## src/rtl/alu_cc_pkg.sv

```systemverilog
package alu_cc_pkg;

    typedef enum logic [3:0] {
        OP_INC  = 4'h0,
        OP_LSR  = 4'h1,
        OP_ROL  = 4'h2,
        OP_ROR  = 4'h3,
        OP_NEG  = 4'h4,
        OP_SUB  = 4'h5,
        OP_SBC  = 4'h6,
        OP_SUBW = 4'h7,
        OP_SEX  = 4'h8,
        OP_TST  = 4'h9,
        OP_MUL  = 4'hA
    } alu_op_e;

    localparam int CC_E = 7;
    localparam int CC_F = 6;
    localparam int CC_H = 5;
    localparam int CC_I = 4;
    localparam int CC_N = 3;
    localparam int CC_Z = 2;
    localparam int CC_V = 1;
    localparam int CC_C = 0;
    localparam int CC_W = 8;

    typedef struct packed {
        logic n;
        logic z;
        logic v;
        logic c;
    } nzvc_t;

endpackage

```

## src/rtl/alu_subtract.sv

```systemverilog
module alu_subtract #(
    parameter int W = 8
) (
    input  logic [W-1:0]        minuend_i,
    input  logic [W-1:0]        subtrahend_i,
    input  logic                borrow_i,
    output logic [W-1:0]        diff_o,
    output alu_cc_pkg::nzvc_t   flags_o
);
    logic [W:0] wide_d;

    always_comb begin
        wide_d  = {1'b0, minuend_i} - {1'b0, subtrahend_i} - {{W{1'b0}}, borrow_i};
        diff_o  = wide_d[W-1:0];
        flags_o.n = wide_d[W-1];
        flags_o.z = ~|wide_d[W-1:0];
        flags_o.v = (minuend_i[W-1] ^ subtrahend_i[W-1]) & (minuend_i[W-1] ^ wide_d[W-1]);
        flags_o.c = wide_d[W];
    end
endmodule

```

## src/rtl/alu_bitops.sv

```systemverilog
module alu_bitops #(
    parameter int W = 8
) (
    input  logic [3:0]          op_i,
    input  logic [W-1:0]        a_i,
    input  logic                carry_i,
    output logic [W-1:0]        res_o,
    output logic                half_o,
    output alu_cc_pkg::nzvc_t   flags_o
);
    import alu_cc_pkg::*;

    localparam logic [W-1:0] MAX_POS = {1'b0, {(W-1){1'b1}}};

    always_comb begin
        res_o     = a_i;
        half_o    = 1'b0;
        flags_o.v = 1'b0;
        flags_o.c = carry_i;
        case (op_i)
            OP_INC: begin
                res_o     = a_i + {{(W-1){1'b0}}, 1'b1};
                flags_o.v = (a_i == MAX_POS);
                half_o    = &a_i[3:0];
            end
            OP_LSR: begin
                res_o     = {1'b0, a_i[W-1:1]};
                flags_o.c = a_i[0];
            end
            OP_ROL: begin
                res_o     = {a_i[W-2:0], carry_i};
                flags_o.c = a_i[W-1];
                flags_o.v = a_i[W-1] ^ a_i[W-2];
            end
            OP_ROR: begin
                res_o     = {carry_i, a_i[W-1:1]};
                flags_o.c = a_i[0];
            end
            OP_SEX: begin
                res_o     = {W{a_i[W-1]}};
            end
            default: begin
                res_o     = a_i;
            end
        endcase
        flags_o.n = res_o[W-1];
        flags_o.z = ~|res_o;
    end
endmodule

```

## src/rtl/alu_multiply.sv

```systemverilog
module alu_multiply #(
    parameter int W = 8
) (
    input  logic [W-1:0]    a_i,
    input  logic [W-1:0]    b_i,
    output logic [2*W-1:0]  prod_o
);
    localparam int P = 2 * W;

    for (genvar k = 0; k < W; k++) begin : g_row
        logic [P-1:0] part;
        logic [P-1:0] sum;
        assign part = b_i[k] ? (P'(a_i) << k) : '0;
        if (k == 0) begin : g_first
            assign sum = part;
        end else begin : g_rest
            assign sum = g_row[k-1].sum + part;
        end
    end

    assign prod_o = g_row[W-1].sum;
endmodule

```

## src/rtl/alu_cc_unit.sv

```systemverilog
module alu_cc_unit #(
    parameter int DATA_W = 8
) (
    input  logic                 clk,
    input  logic                 rst_n,
    input  logic                 valid_i,
    input  logic [3:0]           op_i,
    input  logic [DATA_W-1:0]    a_i,
    input  logic [DATA_W-1:0]    b_i,
    input  logic [2*DATA_W-1:0]  wa_i,
    input  logic [2*DATA_W-1:0]  wb_i,
    input  logic [7:0]           cc_i,
    output logic [2*DATA_W-1:0]  res_o,
    output logic [7:0]           cc_o
);
    import alu_cc_pkg::*;

    localparam int WIDE_W = 2 * DATA_W;
    localparam logic [DATA_W-1:0] SIGN_ONLY = {1'b1, {(DATA_W-1){1'b0}}};
    localparam logic [3:0] LAST_OP = 4'(OP_MUL);

    typedef struct packed {
        logic [WIDE_W-1:0] res;
        logic [CC_W-1:0]   cc;
    } unit_state_t;

    unit_state_t state_d, state_q;

    // Narrow subtractor shared by subtract, subtract-with-borrow, negate and test
    logic [DATA_W-1:0] sub_m, sub_s, sub_diff;
    logic              sub_bin;
    nzvc_t             sub_fl;

    always_comb begin
        sub_m   = (op_i == OP_NEG) ? '0 : a_i;
        sub_s   = (op_i == OP_NEG) ? a_i : ((op_i == OP_TST) ? '0 : b_i);
        sub_bin = (op_i == OP_SBC) & cc_i[CC_C];
    end

    alu_subtract #(.W(DATA_W)) u_sub_narrow (
        .minuend_i    (sub_m),
        .subtrahend_i (sub_s),
        .borrow_i     (sub_bin),
        .diff_o       (sub_diff),
        .flags_o      (sub_fl)
    );

    logic [WIDE_W-1:0] subw_diff;
    nzvc_t             subw_fl;

    alu_subtract #(.W(WIDE_W)) u_sub_wide (
        .minuend_i    (wa_i),
        .subtrahend_i (wb_i),
        .borrow_i     (1'b0),
        .diff_o       (subw_diff),
        .flags_o      (subw_fl)
    );

    logic [DATA_W-1:0] bit_res;
    logic              bit_half;
    nzvc_t             bit_fl;

    alu_bitops #(.W(DATA_W)) u_bitops (
        .op_i    (op_i),
        .a_i     (a_i),
        .carry_i (cc_i[CC_C]),
        .res_o   (bit_res),
        .half_o  (bit_half),
        .flags_o (bit_fl)
    );

    logic [WIDE_W-1:0] mul_prod;

    alu_multiply #(.W(DATA_W)) u_mul (
        .a_i    (a_i),
        .b_i    (b_i),
        .prod_o (mul_prod)
    );

    logic [CC_W-1:0] cc_n;

    always_comb begin
        state_d = state_q;
        cc_n    = cc_i;
        if (valid_i) begin
            case (op_i)
                OP_INC: begin
                    state_d.res = {{DATA_W{1'b0}}, bit_res};
                    cc_n[CC_H]  = bit_half;
                    cc_n[CC_N]  = bit_fl.n;
                    cc_n[CC_Z]  = bit_fl.z;
                    cc_n[CC_V]  = bit_fl.v;
                    state_d.cc  = cc_n;
                end
                OP_LSR, OP_ROR: begin
                    state_d.res = {{DATA_W{1'b0}}, bit_res};
                    cc_n[CC_N]  = bit_fl.n;
                    cc_n[CC_Z]  = bit_fl.z;
                    cc_n[CC_C]  = bit_fl.c;
                    state_d.cc  = cc_n;
                end
                OP_ROL: begin
                    state_d.res = {{DATA_W{1'b0}}, bit_res};
                    cc_n[CC_N]  = bit_fl.n;
                    cc_n[CC_Z]  = bit_fl.z;
                    cc_n[CC_V]  = bit_fl.v;
                    cc_n[CC_C]  = bit_fl.c;
                    state_d.cc  = cc_n;
                end
                OP_NEG, OP_SUB, OP_SBC: begin
                    state_d.res = {{DATA_W{1'b0}}, sub_diff};
                    cc_n[CC_N]  = sub_fl.n;
                    cc_n[CC_Z]  = sub_fl.z;
                    cc_n[CC_V]  = sub_fl.v;
                    cc_n[CC_C]  = sub_fl.c;
                    state_d.cc  = cc_n;
                end
                OP_TST: begin
                    cc_n[CC_N]  = sub_fl.n;
                    cc_n[CC_Z]  = sub_fl.z;
                    cc_n[CC_V]  = sub_fl.v;
                    cc_n[CC_C]  = sub_fl.c;
                    state_d.cc  = cc_n;
                end
                OP_SUBW: begin
                    state_d.res = subw_diff;
                    cc_n[CC_N]  = subw_fl.n;
                    cc_n[CC_Z]  = subw_fl.z;
                    cc_n[CC_V]  = subw_fl.v;
                    cc_n[CC_C]  = subw_fl.c;
                    state_d.cc  = cc_n;
                end
                OP_SEX: begin
                    state_d.res = {{DATA_W{1'b0}}, bit_res};
                    cc_n[CC_N]  = a_i[DATA_W-1];
                    cc_n[CC_Z]  = ~|a_i;
                    state_d.cc  = cc_n;
                end
                OP_MUL: begin
                    state_d.res = mul_prod;
                    cc_n[CC_Z]  = ~|mul_prod;
                    cc_n[CC_C]  = mul_prod[7];
                    state_d.cc  = cc_n;
                end
                default: begin
                    state_d = state_q;
                end
            endcase
        end
    end

    always_ff @(posedge clk or negedge rst_n) begin
        if (!rst_n) begin
            state_q <= '0;
        end else begin
            state_q <= state_d;
        end
    end

    assign res_o = state_q.res;
    assign cc_o  = state_q.cc;


    idle_hold_chk: assert property (@(posedge clk) disable iff (!rst_n)
        !valid_i |=> ($stable(res_o) && $stable(cc_o)));


    neg_overflow_chk: assert property (@(posedge clk) disable iff (!rst_n)
        (valid_i && op_i == OP_NEG) |=> (cc_o[CC_V] == ($past(a_i) == SIGN_ONLY)));


    rol_overflow_chk: assert property (@(posedge clk) disable iff (!rst_n)
        (valid_i && op_i == OP_ROL) |=> (cc_o[CC_V] == ($past(a_i[DATA_W-1]) ^ $past(a_i[DATA_W-2]))));


    tst_keeps_result_chk: assert property (@(posedge clk) disable iff (!rst_n)
        (valid_i && op_i == OP_TST) |=> ($stable(res_o) && !cc_o[CC_V] && !cc_o[CC_C]));


    mul_zero_chk: assert property (@(posedge clk) disable iff (!rst_n)
        (valid_i && op_i == OP_MUL) |=> (cc_o[CC_Z] == (res_o == '0)));


    mask_bits_pass_chk: assert property (@(posedge clk) disable iff (!rst_n)
        (valid_i && op_i <= LAST_OP) |=>
            (cc_o[CC_E] == $past(cc_i[CC_E]) && cc_o[CC_F] == $past(cc_i[CC_F])
             && cc_o[CC_I] == $past(cc_i[CC_I])));


    undefined_op_hold_chk: assert property (@(posedge clk) disable iff (!rst_n)
        (valid_i && op_i > LAST_OP) |=> ($stable(res_o) && $stable(cc_o)));
endmodule

```

## config.mk

```make
export PLATFORM = sky130hd
export DESIGN_NAME = alu_cc_unit
export DESIGN_NICKNAME = d
export VERILOG_FILES = /design/src/rtl/alu_cc_pkg.sv /design/src/rtl/alu_subtract.sv /design/src/rtl/alu_bitops.sv /design/src/rtl/alu_multiply.sv /design/src/rtl/alu_cc_unit.sv
export SDC_FILE = /design/constraint.sdc
export NUM_CORES = 1
export LEC_CHECK = 0
export BUFFER_PORTS_ARGS = -buffer_cell sky130_fd_sc_hd__clkbuf_2
export CELL_PAD_IN_SITES_DETAIL_PLACEMENT = 1
export CELL_PAD_IN_SITES_GLOBAL_PLACEMENT = 1
export CORE_UTILIZATION = 40
export CTS_CLUSTER_DIAMETER = 150
export CTS_CLUSTER_SIZE = 30
export DETAILED_ROUTE_END_ITERATION = 10
export PLACE_DENSITY = 0.82
export SLEW_MARGIN = 20
export SYNTH_ARGS = -nofsm -noshare
export SYNTH_HDL_FRONTEND = slang
export SYNTH_HIERARCHICAL = 1
export SYNTH_SLANG_ARGS = --single-unit
```

## constraint.sdc

```tcl
create_clock -name clk -period 0.8 [get_ports clk]
set_input_delay 0.08 -clock clk [delete_from_list [all_inputs] [get_ports clk]]
set_output_delay 0.08 -clock clk [all_outputs]
set_load 0.005 [all_outputs]
```

== Word level (Yosys, flattened, before mapping) ==
Index checks and enable logic that the tools add are counted.
Storage, ports and cells
  input port bits: 63
  register bits after elaboration: 24
  output and inout port bits: 24
  word-level logic and storage cells: 68
Operators by class
  add/subtract/negate cells: 11
  mux-type cells: 16
  bitwise gates (word level): 8
  eq/ne operators: 11
  reductions and logical operators: 20
Operators with widths (number)
  adder 16 bit: 5
  case mux 16 bit (4 select lines): 1
  case mux 8 bit (7 select lines): 1
  case mux 8 bit (5 select lines): 1
  two-way mux 8 bit: 4
  OR reduction 16 bit: 2
  OR reduction 8 bit: 3
  subtractor 16 x 16 -> 17 bit: 1
  adder 16 x 14 -> 16 bit: 1
  adder 16 x 15 -> 16 bit: 1
  equality test 4 x 3 -> 1 bit, second input constant: 4
  two-way mux 15 bit: 1
  two-way mux 14 bit: 1
  two-way mux 13 bit: 1
  equality test 4 bit, second input constant: 3
  two-way mux 12 bit: 1
  two-way mux 11 bit: 1
  two-way mux 10 bit: 1
  two-way mux 9 bit: 1
  subtractor 8 x 8 -> 9 bit: 1
  subtractor 9 x 1 -> 9 bit: 1
  adder 8 x 1 -> 8 bit, second input constant: 1
  equality test 4 x 2 -> 1 bit, second input constant: 2
  equality test 8 x 7 -> 1 bit, second input constant: 1
  14 further kinds: 26

== Depth between registers and ports, before layout ==
Gate-level depths: netlist of run 1.
  depth after elaboration: 11
  gate-level depth with buffers: 19
  gate-level depth less buffers: 18

== Hierarchy ==
The synthesis of run 1 kept the hierarchy.
Modules (own cells, without submodules)
  alu_multiply: cells an instance 212, area an instance 1921.8 sq um, times used 1, sequential area each 0.0 sq um
  alu_cc_unit: cells an instance 214, area an instance 1856.8 sq um, times used 1, sequential area each 600.6 sq um
  alu_subtract at u_sub_wide: cells an instance 171, area an instance 1212.4 sq um, times used 1, sequential area each 0.0 sq um
  alu_bitops: cells an instance 99, area an instance 620.6 sq um, times used 1, sequential area each 0.0 sq um
  alu_subtract at u_sub_narrow: cells an instance 75, area an instance 556.8 sq um, times used 1, sequential area each 0.0 sq um

== Worst setup path before layout of run 1 ==
Ideal clock, no wire load.
  kind: input to register
  start: input port b_i[7]
  end: register state_q (netlist bit cc_o[2])
  buffers on the path: 0
  library setup time: 82 ps
  slack: -3297 ps
  data required time: 718 ps
  arrival: 4015 ps
  stages on the path: 18
  cells stage by stage: and2_1 > fa_1 > inv_1 > fa_1 > inv_1 > fa_1 > inv_1 > fa_1 > inv_1 > ha_1 > nand2_1 > a21boi_2 > nor3_1 > a21oi_1 > xor2_1 > nor4b_2 > nand4_1 > a31oi_1
Between the ends
  elaborated cells on any way between the ends: 11
  classes of those cells: add/sub: 3; mux: 4; reduce/logical: 4
RTL lines
  start: declaration: line alu_cc_unit.sv:9  | input logic [DATA_W-1:0] b_i,
  two-way mux 15 bit: line alu_multiply.sv:13  | assign part = b_i[k] ? (P'(a_i) << k) : '0;
  adder 16 x 15 -> 16 bit: line alu_multiply.sv:17  | assign sum = g_row[k-1].sum + part;
  named net mul_prod[13]: line alu_cc_unit.sv:72  | logic [WIDE_W-1:0] mul_prod;
  OR reduction 16 bit: line alu_cc_unit.sv:141  | cc_n[CC_Z] = ~|mul_prod;
  zero test 1 bit: line alu_cc_unit.sv:141
  case mux 8 bit (7 select lines): line alu_cc_unit.sv:86  | case (op_i)
  end signal: assignment: line alu_cc_unit.sv:156  | state_q <= state_d;
  end: declaration: line alu_cc_unit.sv:27  | unit_state_t state_d, state_q;
The timed path passes the listed nets, and every way through them passes these cells. The select of a mux whose other input is x is not followed.
A chain may end at the register's enable or synchronous reset.

== Final worst setup path of run 1 ==
  start: input port a_i[5]
  end: register state_q (netlist bit cc_o[2])
Between the ends
  cells in the longest elaborated chain, start to end: 11
  elaborated cells on any way between the ends: 30
  classes of those cells: add/sub: 10; mux: 12; reduce/logical: 8
Ends and longest elaborated chain
  start: declaration: line alu_cc_unit.sv:8  | input logic [DATA_W-1:0] a_i,
  two-way mux 8 bit or two-way mux 9 bit (tied branches): line alu_multiply.sv:13
  adder 16 bit (5 in series): line alu_multiply.sv:17
  adder 16 x 14 -> 16 bit: line alu_multiply.sv:17
  adder 16 x 15 -> 16 bit (*): line alu_multiply.sv:17
  named net mul_prod[12]: line alu_cc_unit.sv:72
  OR reduction 16 bit (*): line alu_cc_unit.sv:141
  zero test 1 bit (*): line alu_cc_unit.sv:141
  case mux 8 bit (7 select lines) (*): line alu_cc_unit.sv:86
The timed path passes the listed nets; every way through them passes the cells marked *. The select of a mux whose other input is x is not followed.

==> results.json, run 1 <==
{
  "synth_edf_count": 0,
  "boundaryPins": 87,
  "cap_violations": 0,
  "maximum_number_of_pins_on_one_net_before_global_route_repair": 35,
  "remaining_drc_errors": 0,
  "die_x_um": 126,
  "grt_pass1_wl_um": 48600,
  "slowest_delay_ns": 0.60,
  "setup_viol_count_final": 48,
  "critPathBufInv": 6,
  "critPathKind": "primary input to register",
  "detail_route.wl_per_cell_um": 29.5,
  "total_leakage_power_nw": 4.74,
  "timing.hold.ws_ns": -0.000493,
  "synth_top_cells_by_area": "ha_1, fa_1, dfrtp_1, inv_1, and2_1",
  "crit_path_frequent_cell": "fa_1",
  "std_cell_rows": 45,
  "postSynthRegisterBits": 24,
  "final.period_utilization_pct": 543,
  "endpoint_kind": "register",
  "finalCriticalPeriod_ns": 4.34,
  "rsz0062_at_grt": "yes",
  "synthesized_net_count": 953,
  "number_of_global_route_vias_before_repair": 8637,
  "num_vias": 8028,
  "place_congestion": 0.915,
  "violations": "hold timing, setup timing",
  "asyncSetResetFlopFracSynth_pct": 100,
  "antenna_cells_inserted": 0,
  "required_ns": 1.01,
  "clock_sinks": 24,
  "postSynthCellCount": 771,
  "ctsRootBufferMaster": "clkbuf_16",
  "syn_area_per_cell_um2": 8.00,
  "worst_slack_ns": -3.54,
  "portBuffers": 85,
  "mostFrequentLayoutCell": "buf_4",
  "firstDrtPassIters": 6,
  "dp_hpwl_um": 19200,
  "dieArea_mm2": 0.0159,
  "die_height_um": 126,
  "netlist.top_cell.by_area": "ha_1",
  "hp-class": "primary input to register",
  "synthesis.yosys.warnings": 6,
  "numCtsBuffers": 3,
  "dp_worst_setup_slack_ns": -3.55,
  "globalRouteTotalUtil_pct": 39.8,
  "critical_path.cell_chain": "clkbuf_4 -> and2_4 -> fa_1 -> inv_1 -> fa_1 -> inv_1 -> fa_1 -> inv_2 -> fa_1 -> inv_2 -> ha_4 -> nand2_4 -> buf_6 -> o2111ai_4 -> a21o_1 -> a21oi_2 -> xnor2_2 -> nor4_2 -> nand4_1 -> a31oi_1",
  "seq_area_frac_synth_pct": 9.74,
  "avgViaCountPerCell": 6.48,
  "power_density_over_the_cells_mw_per_mm2": 2230,
  "floorplan.core_area_mm2": 0.0151,
  "share_of_cells_above_drive_strength_1_pct": 46.6,
  "cts_tree": "done",
  "deepest_clock_path_buffer_count": 2,
  "cpMaxStageDelayCell": "fa_1",
  "syn2layout_area_growth_pct": 58.3,
  "outcome": "complete, but fails checks",
  "layout_common_cells": "buf_4, inv_1, clkbuf_2, ha_1, nand2_1",
  "synth_area_mm2": 0.00617,
  "cts-htree-levels": 1,
  "nets": 1234,
  "finClkSkew_ns": 0,
  "synth_ff_type": "dfrtp_1",
  "utilization_pct": 64.5,
  "place_inst": 1196,
  "worst_slew_pin_slew_ns": 0.812,
  "worstPathMaxFanout": 6,
  "clock_slew_at_the_register_clock_pins_of_the_worst_setup_and_hold_paths_ns": 0.08,
  "antenna_violations_before_repair": 0,
  "slew_viol_final": 0,
  "vdd_ir_drop_max_mv": 0.906,
  "clock.fmax_mhz": 230,
  "synth_cell_type_count": 87,
  "crit_arrival_ns": 4.56,
  "globalRouteOverflowTotal": 0,
  "drt_iter0_markers": 828,
  "finalWirelength_um": 36500,
  "final-hold-violation-count": 1,
  "synth_largest_type_area_fraction_pct": 15.6,
  "cpLargestDelayFamily": "adder cells",
  "final_cell_count_no_fill": 1239,
  "slew_headroom_pct": 45.5,
  "drtAntennaViolNets": 0,
  "floorplan.initialDensity_pct": 40.7,
  "worst_setup_path_start_kind": "primary input",
  "clkLatencyLatePin_ns": 0.29
}
==> Yosys cell counts, drive strengths merged, types with 6 or more instances <==
master and count:
o2bb2ai 16, clkbuf 6, xor2 11, nand3b 13, fa 42, a31oi 11
a22o 10, a22oi 12, xnor2 24, buf 25, o21a 6, nand3 10
nor3 14, o21ai 31, nand2 59, a21o 7, a2bb2oi 9, nor2 42
ha 77, nor4 6, nor2b 14, dfrtp 24, a21oi 49, inv 121
and2 50
==> cell families (layout without fill, tap and decap cells) <==
group                      Yosys count  count (layout)  share of synthesized area, %
DFF                                 24              24                          9.74
other                                1               1                        0.0608
xor gates and xnor gates            35              35                          5.09
buffers and inverters              152             432                          10.4
adders and majority gates          119             119                          29.2
AOI/OAI and AO/OA                  192             192                          22.3
muxes                                7               7                          1.18
and+or+nand+nor                    241             241                          22.0
==> state kept, by name, indices dropped and copies added (netlist names) <==
| signal | count |
|---|---|
| cc_o | 8 |
| res_o | 16 |
==> path summary, 6_finish.rpt <==
| path | startpoint | end | slack, ns | cells past startpoint |
|---|---|---|---|---|
| max in group asynchronous | rst_n | cc_o[3] | 0.17 | 3 |
| hold reg to reg | cc_o[5] | cc_o[5] | 0.50 | 2 |
| min in group asynchronous | rst_n | res_o[5] | 0.36 | 3 |
| setup reg to reg | cc_o[1] | cc_o[1] | -0.11 | 3 |
| setup / recovery | a_i[5] | cc_o[2] | -3.54 | 20 |
| hold / removal | cc_i[7] | cc_o[7] | -0.0005 | 3 |
==> metal layers <==
metal	up-vias	global-route usage (%)	routed length, µm
li1	3207	-	-
met1	3944	43.7	13100
met2	618	69.4	17000
met3	259	6.80	3220
met4	0	29.0	3180
met5	-	0	0
==> worst min-delay path: cells and delay by family <==
| family | cells | cell delay (ns) |
|---|---|---|
| buffers and inverters | 1 | 0.09 |
| AND/OR/NAND/NOR | 2 | 0.09 |
==> stage by stage <==
stage,TNS (ns),area (µm²),total power [mW]
finish,-56.05,9770,21.8
global route,-57.63,9770,22.3
CTS,-50.55,9310,17.9
detailed placement,-60.67,8230,13.9
global placement,-57.56,8230,13.0
floorplan,-44.48,6420,8.23
==> where the power goes <==
group          switching [mW]  total, mW  internal (mW)
registers               0.194       1.62           1.42
logic                    9.67       18.5           8.87
clock network           0.616       1.62           1.00
total                    10.5       21.8           11.3
==> cell type report <==
cell class | instances | area [µm²]
Sequential cell | 24 | 601
Timing Repair Buffer | 307 | 2480
Multi-Input combinational cell | 595 | 5890
Clock buffer | 3 | 75.1
Fill cell | 1729 | 5380
Inverter | 121 | 454
Tap cell | 188 | 235
Clock inverter | 1 | 30.0
==> timing repair <==
item                                    CTS  global route
endpoints found under the hold margin    25             0
hold buffers                              2             0
pin swaps                                70            34
gates cloned                              2             0
endpoints found under the setup margin   48            48
buffers inserted                         24            15
resized for setup                       136            83
Power figures use the tool's default switching activity.
==> inputs of run 2 (changes only) <==
Settings changed: SKIP_CTS_REPAIR_TIMING set to 1.
==> results.json, run 2 (synthesis gave the netlist of run 1 again) <==
{
  "layout.filler_cells": 1757,
  "cpLargestDelayFamily": "adder cells",
  "deepest_clock_path_buffer_count": 2,
  "critPathKind": "primary input to register",
  "syn2layout_area_growth_pct": 52.4,
  "final-hold-violation-count": 1,
  "cap_violations": 0,
  "design_area_mm2": 0.00940,
  "portBuffers": 85,
  "internal_power_mw": 10.3,
  "number_of_global_route_vias_before_repair": 7535,
  "boundaryPins": 87,
  "globalRouteOverflowTotal": 0,
  "share_of_cells_above_drive_strength_1_pct": 44.5,
  "power.total_mw": 19.7,
  "layout_common_cells": "buf_4, inv_1, clkbuf_2, ha_1, nand2_1",
  "slowest_delay_ns": 0.60,
  "vdd_ir_drop_max_mv": 1.20,
  "cts_tree": "done",
  "num_vias": 7650,
  "power_density_over_the_cells_mw_per_mm2": 2100,
  "utilization_pct": 62.1,
  "power.switching_fraction_pct": 47.6,
  "numCtsBuffers": 3,
  "mostFrequentLayoutCell": "buf_4",
  "crit_arrival_ns": 4.54,
  "floorplan.initialDensity_pct": 40.7,
  "power_frac_clock_pct": 8.1,
  "dieArea_mm2": 0.0159,
  "critPathBufInv": 6,
  "hp-class": "primary input to register",
  "worstPathMaxFanout": 5,
  "floorplan.core_area_mm2": 0.0151,
  "antenna_violations_before_repair": 0,
  "detail_route.wl_per_cell_um": 26.4,
  "finClkSkew_ns": 0,
  "critical_path.cell_chain": "buf_8 -> and2_4 -> fa_1 -> inv_2 -> fa_1 -> inv_2 -> fa_1 -> inv_1 -> fa_1 -> inv_2 -> ha_4 -> nand3_1 -> nor2_2 -> nor2_1 -> a211oi_2 -> xnor2_2 -> buf_4 -> a22oi_2 -> o2bb2ai_1",
  "place_congestion": 0.915,
  "clkLatencyLatePin_ns": 0.28,
  "crit_path_frequent_cell": "fa_1",
  "cts-htree-levels": 1,
  "seq_power_share_pct": 8.2,
  "dp_hpwl_um": 19200,
  "outcome": "complete, but fails checks",
  "cpMaxStageDelayCell": "fa_1",
  "globalRouteTotalUtil_pct": 30.4,
  "clock.fmax_mhz": 228,
  "power.switching_mw": 9.39,
  "drtAntennaViolNets": 0,
  "ctsRootBufferMaster": "clkbuf_16",
  "grt_pass1_wl_um": 38100,
  "worst_setup_path_start_kind": "primary input",
  "postPlaceCellArea_mm2": 0.00823,
  "slew_viol_final": 0,
  "rsz0062_at_grt": "yes",
  "finalCriticalPeriod_ns": 4.38,
  "die_x_um": 126,
  "worst_slack_ns": -3.58,
  "drt_iter0_markers": 724,
  "max_reg_flops": 16,
  "total_leakage_power_nw": 4.62,
  "multi_input_comb_area_mm2": 0.00565,
  "antenna_cells_inserted": 0,
  "endpoint_kind": "register",
  "remaining_drc_errors": 0,
  "timing.setup.tns_ns": -54.88,
  "firstDrtPassIters": 6,
  "worst_slew_pin_slew_ns": 0.618,
  "finalWirelength_um": 32500,
  "avgViaCountPerCell": 6.21,
  "nets": 1226,
  "timing.hold.ws_ns": -0.00201,
  "slew_headroom_pct": 58.6,
  "clock_sinks": 24,
  "maximum_number_of_pins_on_one_net_before_global_route_repair": 49,
  "clock_slew_at_the_register_clock_pins_of_the_worst_setup_and_hold_paths_ns": 0.08,
  "die_height_um": 126,
  "setup_viol_count_final": 48,
  "violations": "hold timing, setup timing",
  "p_comb_share_pct": 83.7,
  "seq_area_um2": 601,
  "std_cell_rows": 45,
  "final.period_utilization_pct": 548,
  "required_ns": 0.95
}
run 2: changes by cell type in the layout (fill, tap and decap cells not counted), sizes merged:
| cell | change |
|---|---|
| dlygate4sd3 | -1 |
| buf | -1 |
| bufbuf | -1 |
| clkbuf | -5 |
run 2: path summary, 6_finish.rpt:
kind,startpoint,to,slack (ns),cells past startpoint
max,b_i[3],res_o[15],-3.58,19
min,cc_i[7],cc_o[7],-0.002,3
max reg2reg,res_o[15],res_o[15],-0.06,1
min reg2reg,res_o[6],res_o[6],0.52,1
max in group asynchronous,rst_n,res_o[0],0.12,3
min in group asynchronous,rst_n,res_o[15],0.39,3
run 2: metal layers:
metal	track usage [%]	up-vias	part of all wire, %
li1	-	3182	-
met1	33.6	3751	37
met2	56.4	503	49
met3	3.19	214	6.6
met4	17.5	0	7.2
met5	0	-	0
run 2: cell type report:
type	count	area share [%]
Clock buffer	3	0.798
Inverter	121	4.83
Clock inverter	1	0.319
Multi-Input combinational cell	595	60.1
Tap cell	188	2.50
Sequential cell	24	6.39
Timing Repair Buffer	299	25.1
run 2: power groups by stage:
stage | combinational (mW) | sequential (mW) | clock (mW)
after floorplan | 6.65 | 1.57 | 0
after global placement | 11.4 | 1.58 | 0
after detailed placement | 12.3 | 1.59 | 0
after CTS | 12.5 | 1.57 | 1.55
after global routing | 17.0 | 1.61 | 1.67
final | 16.5 | 1.61 | 1.61
run 2: metrics by stage:
stage / setup WS (ns) / instances
CTS: -3.32 / 1200
detailed placement: -3.55 / 1196
finish: -3.58 / 1231
global placement: -3.28 / 1196
floorplan: -2.97 / 771
global route: -3.61 / 1231
run 2: worst min-delay path: stages:
cell and delay (ns):
clkbuf_2 0.08, nand2_2 0.04, nand2_1 0.05
